[src/rtl/gcd_pkg.sv]
package gcd_pkg;
    localparam int PAY_W   = 16;
    localparam int SEL_W   = 3;
    localparam int CMD_W   = PAY_W + SEL_W + 1;
    localparam int CTL_BIT = CMD_W - 1;

    typedef struct packed {
        logic             ctl;
        logic [SEL_W-1:0] sel;
        logic [PAY_W-1:0] pay;
    } cmd_t;
endpackage

[src/rtl/gcd_cmd_split.sv]
module gcd_cmd_split
    import gcd_pkg::*;
#(
    parameter int BOARD_ID = 5,
    parameter int NUM_SUBS = 6
) (
    input  logic             cmd_valid,
    input  cmd_t             cmd_in,
    output logic             ctl_fire,
    output logic             ctl_hit,
    output logic             op_fire,
    output logic             sel_ok,
    output logic [SEL_W-1:0] sel,
    output logic [PAY_W-1:0] pay
);
    always_comb begin
        ctl_fire = cmd_valid & cmd_in.ctl;
        op_fire  = cmd_valid & ~cmd_in.ctl;
        ctl_hit  = cmd_in.pay[BOARD_ID];
        sel_ok   = (int'(cmd_in.sel) < NUM_SUBS);
        sel      = cmd_in.sel;
        pay      = cmd_in.pay;
    end
endmodule

[src/rtl/gcd_listen_reg.sv]
module gcd_listen_reg (
    input  logic clk,
    input  logic rst_n,
    input  logic ctl_fire,
    input  logic ctl_hit,
    output logic listen
);
    typedef struct packed {
        logic on;
    } lst_t;

    lst_t s_d, s_q;

    always_comb begin
        s_d = s_q;
        if (ctl_fire) begin
            s_d.on = ctl_hit;
        end
    end

    always_ff @(posedge clk or negedge rst_n) begin
        if (!rst_n) begin
            s_q <= '0;
        end else begin
            s_q <= s_d;
        end
    end

    assign listen = s_q.on;
endmodule

[src/rtl/gcd_sub_route.sv]
module gcd_sub_route
    import gcd_pkg::*;
#(
    parameter int NUM_SUBS = 6
) (
    input  logic                clk,
    input  logic                rst_n,
    input  logic                fwd,
    input  logic                sel_ok,
    input  logic [SEL_W-1:0]    sel,
    input  logic [PAY_W-1:0]    pay,
    output logic [NUM_SUBS-1:0] stb,
    output logic [PAY_W-1:0]    data,
    output logic                err
);
    typedef struct packed {
        logic [NUM_SUBS-1:0] stb;
        logic [PAY_W-1:0]    data;
        logic                err;
    } rt_t;

    rt_t s_d, s_q;
    logic [NUM_SUBS-1:0] hit;

    for (genvar i = 0; i < NUM_SUBS; i++) begin : g_hit
        assign hit[i] = (sel == SEL_W'(i));
    end

    always_comb begin
        s_d     = s_q;
        s_d.stb = '0;
        if (fwd) begin
            if (sel_ok) begin
                s_d.stb  = hit;
                s_d.data = pay;
            end else begin
                s_d.err = 1'b1;
            end
        end
    end

    always_ff @(posedge clk or negedge rst_n) begin
        if (!rst_n) begin
            s_q <= '0;
        end else begin
            s_q <= s_d;
        end
    end

    assign stb  = s_q.stb;
    assign data = s_q.data;
    assign err  = s_q.err;
endmodule

[src/rtl/gated_cmd_decoder.sv]
module gated_cmd_decoder
    import gcd_pkg::*;
#(
    parameter int BOARD_ID = 5,
    parameter int NUM_SUBS = 6
) (
    input  logic                clk,
    input  logic                rst_n,
    input  logic                cmd_valid,
    input  logic [CMD_W-1:0]    cmd_word,
    output logic [NUM_SUBS-1:0] sub_stb,
    output logic [PAY_W-1:0]    sub_data,
    output logic                listen_on,
    output logic                bad_sub
);
    logic             ctl_fire, ctl_hit, op_fire, sel_ok, fwd;
    logic [SEL_W-1:0] sel;
    logic [PAY_W-1:0] pay;

    gcd_cmd_split #(.BOARD_ID(BOARD_ID), .NUM_SUBS(NUM_SUBS)) u_split (
        .cmd_valid (cmd_valid),
        .cmd_in    (cmd_t'(cmd_word)),
        .ctl_fire  (ctl_fire),
        .ctl_hit   (ctl_hit),
        .op_fire   (op_fire),
        .sel_ok    (sel_ok),
        .sel       (sel),
        .pay       (pay)
    );

    gcd_listen_reg u_listen (
        .clk      (clk),
        .rst_n    (rst_n),
        .ctl_fire (ctl_fire),
        .ctl_hit  (ctl_hit),
        .listen   (listen_on)
    );

    assign fwd = op_fire & listen_on;

    gcd_sub_route #(.NUM_SUBS(NUM_SUBS)) u_route (
        .clk    (clk),
        .rst_n  (rst_n),
        .fwd    (fwd),
        .sel_ok (sel_ok),
        .sel    (sel),
        .pay    (pay),
        .stb    (sub_stb),
        .data   (sub_data),
        .err    (bad_sub)
    );
endmodule

[config.mk]
export PLATFORM = sky130hd
export DESIGN_NAME = gated_cmd_decoder
export DESIGN_NICKNAME = d
export VERILOG_FILES = /design/src/rtl/gcd_pkg.sv /design/src/rtl/gcd_cmd_split.sv /design/src/rtl/gcd_listen_reg.sv /design/src/rtl/gcd_sub_route.sv /design/src/rtl/gated_cmd_decoder.sv
export SDC_FILE = /design/constraint.sdc
export NUM_CORES = 1
export LEC_CHECK = 0
export CAP_MARGIN = 10
export CORE_MARGIN = 5
export CORE_UTILIZATION = 41
export DETAILED_ROUTE_END_ITERATION = 8
export PLACE_DENSITY = 0.78
export SLEW_MARGIN = 30
export SYNTH_ARGS = -nofsm -noshare
export SYNTH_HDL_FRONTEND = slang
export SYNTH_HIERARCHICAL = 1
export SYNTH_SLANG_ARGS = --single-unit
export TNS_END_PERCENT = 1
[constraint.sdc]
create_clock -name clk -period 1.7 [get_ports clk]
set_clock_uncertainty 0.2 [all_clocks]
set_input_delay 0.34 -clock clk [delete_from_list [all_inputs] [get_ports clk]]
set_output_delay 0.34 -clock clk [all_outputs]
set_load 0.02 [all_outputs]
==> key figures <==
Status
  – Status: finished, final reports clean

Clocking
  – CTS tree: yes
  – Clock Tree Buf Depth: 2
  – Clk root buf: clkbuf_4
  – CTS clk-pin slew, worst paths: 0.14 ns
  – Hold Buf Count CTS: 0
  – Clock latency on the worst-skew pair: 0.32 ns
  – Clock sinks: 24
  – TritonCTS Buffers: 3
  – H-tree Lvls: 1
  – Setup bufs post-CTS: 0

GRT
  – Total grt overflow: 0
  – Pin count of the biggest net entering global routing: 25
  – Vias in the first global route: 766
  – Initial antenna violation count: 0
  – GRT Util Overall: 0.1189
  – First-pass GRT wire length: 3381 µm

STA
  – Tightest Pin Transition: 0.3284 ns
  – Slew HR: 0.7805
  – Setup Viol. Count Final: 0
  – Final min period: 1.671 ns
  – Fmax: 598.3 MHz
  – Final hold viol count: 0
  – Period utilisation layout: 0.9832
  – Unrepaired setup endpoints after global routing: no
  – Max-slew violations: 0
  – Final Worst Setup Slack: 0.02852 ns

Worst setup path
  – Max Fanout on Critical Path: 8
  – Worst path slowest cell: clkdlybuf4s50_1
  – Startpoint Class: input port
  – Critical path arrival: 1.67 ns
  – Critical path's largest stage delay: 0.47 ns
  – CP required: 1.70 ns
  – CP Capture Type: flip-flop
  – Critical path class: input port to flip-flop
  – CP Cell Sequence: clkdlybuf4s50_1 > and2b_2 > and2_4 > nand2_4 > mux2_4

Yosys
  – Compound-Gate Fraction of Synth Area: 0.006810
  – Largest family of logic cells by synthesized area: multiplexers
  – Main synth FF type: dfrtp_1
  – Post-Syn Area per Cell: 13.61 µm²
  – Synth area leaders: dfrtp_1 (54%), mux2_4 (15%), buf_4 (14%)
  – Synth cell types: 17
  – Post-Syn Nets: 104
  – Post-Synth XOR/XNOR Area: 0
  – Mapped Cells: 81
  – Area leader, netlist: dfrtp_1
  – Post-synthesis sequential area ratio: 0.5448
  – Synthesized area: 1102 µm²
  – Yosys top cell area share: 0.5448
  – Simple-gate portion of the synthesized area: 0.08400
  – FF+latch count, synth: 24
  – Count leader, synth: dfrtp_1
  – Most frequent cells after synthesis: dfrtp_1 (24), buf_4 (20), mux2_4 (11)
  – Synth warn: 6
  – Post-synth EDFFs: 0
  – Adder-cell area share of the yosys netlist: 0
  – Post-synth ARST share: 1.000
  – Proportion of synthesized area in mux cells: 0.2111

Placement
  – Final Wtd Congestion: 0.6542
  – Placed Area: 1476 µm²
  – Pre-CTS WS: -0.4452 ns
  – DP HPWL: 1578 µm
  – IO Port Bufs: 46

Pwr
  – Pwr Total: 0.001784 W
  – Pwr per Cell Area: 1173 nW/µm²
  – Worst IR Drop VDD: 0.8140 mV
  – Leakage: 0.7672 nW

Drt
  – Final wirelength: 2184 µm
  – Antenna viol nets, final: 0
  – Vias per cell: 4.651
  – Via count: 679
  – Drt pass-1 iters: 2
  – DRC errors left: 0
  – Iter 0 DRT Violations: 6
  – Routed wire length per instance: 14.96 µm

Die
  – Die width: 61.85 µm
  – Die footprint: 3825 µm²
  – Top Ports: 47
  – Height of the die: 61.85 µm
  – Core area: 2522 µm²
  – Site row count: 18
  – Initial Utilization: 0.4370

Final layout
  – Post-Layout Inst Area: 1521 µm²
  – Diode count: 0
  – Area Overhead vs Synth: 38.03%
  – Layout cell share with drive strength beyond 1: 0.2672
  – Final net count: 140

Hold path
  – Hold/Removal Path Class: input port to async pin

Run
  – Max-Cap Viols: 0
state kept, by name (all words and copies together), names as in the netlist:
name,flops
u_route/stb,6
u_route/data,16
u_listen/listen,1
u_route/err,1
timing repair:
action / 4_1_cts / 5_1_grt
gates resized for setup: 26 / 0
pin swaps: 1 / 0
setup endpoints to repair: 40 / 2
cloned: 0 / 1
final cells by class:
type	instances	area, µm²
timing repair buffer	51	467.9
inverter	2	7.507
fill	226	1001
tap	30	37.54
multi-input combinational	35	355.3
sequential	24	600.6
clock buffer	3	22.52
clock inverter	1	30.03
path summary, 6_finish.rpt:
| check | from | end | slack (ns) | cells after the start |
|---|---|---|---|---|
| min in group clk | u_route/err$_DFFE_PN0P_ | u_route/err$_DFFE_PN0P_ | 0.27 | 1 |
| min | rst_n | u_route/err$_DFFE_PN0P_ | 0.15 | 2 |
| max in group asynchronous | rst_n | u_route/data[13]$_DFFE_PN0P_ | 0.89 | 2 |
| max | cmd_word[19] | u_route/data[1]$_DFFE_PN0P_ | 0.03 | 5 |
| min reg2reg | u_route/err$_DFFE_PN0P_ | u_route/err$_DFFE_PN0P_ | 0.27 | 1 |
| max reg2reg | u_listen/listen$_DFFE_PN0P_ | u_route/data[1]$_DFFE_PN0P_ | 0.30 | 3 |
logic make-up after synthesis:
logic type	count (synthesis)
simple gates	16
compound gates	1
buf+inv	23
mux	17
flops	24
report_power, final:
group          leakage (nW)  switching (W)  total [W]  internal (W)
Sequential            0.296      0.0000653   0.000762      0.000697
Clock                0.0279       0.000171   0.000409      0.000238
Combinational         0.443       0.000295   0.000613      0.000318
critical path, delay by kind of cell:
kind,cells,cell delay [ns]
simple gates,3,0.55
mux,1,0.32
buf+inv,1,0.47
metrics by stage:
| stage | util | instances | TNS, ns | hold slack (ns) |
|---|---|---|---|---|
| after floorplan | - | 81 | 0 | -0.1556 |
| after global placement | 0.5853 | 141 | -7.014 | 0.2420 |
| after detailed placement | 0.5853 | 141 | -7.538 | 0.2458 |
| after CTS | 0.5987 | 145 | 0 | 0.1686 |
| after global routing | 0.6032 | 146 | 0 | 0.1955 |
| final | 0.6032 | 146 | 0 | 0.1545 |
placed cells by master (no fill, tap or decap), types with 3 or more instances in the layout:
cell type	instances
nand2_1	3
mux2_4	11
buf_4	5
clkdlybuf4s50_1	22
dfrtp_1	24
nor2_1	4
dlygate4sd2_1	24
clkbuf_4	3
mux2_2	6
routing by layer:
metal / track usage / vias to the layer above / wire (µm)
met3: 0.04959 / 0 / 174
met5: 0 / - / 0
li1: - / 316 / -
met1: 0.1445 / 335 / 898
met4: 0 / 0 / 0
met2: 0.2108 / 28 / 1111
No activity file was read; power rests on OpenSTA's default activity.
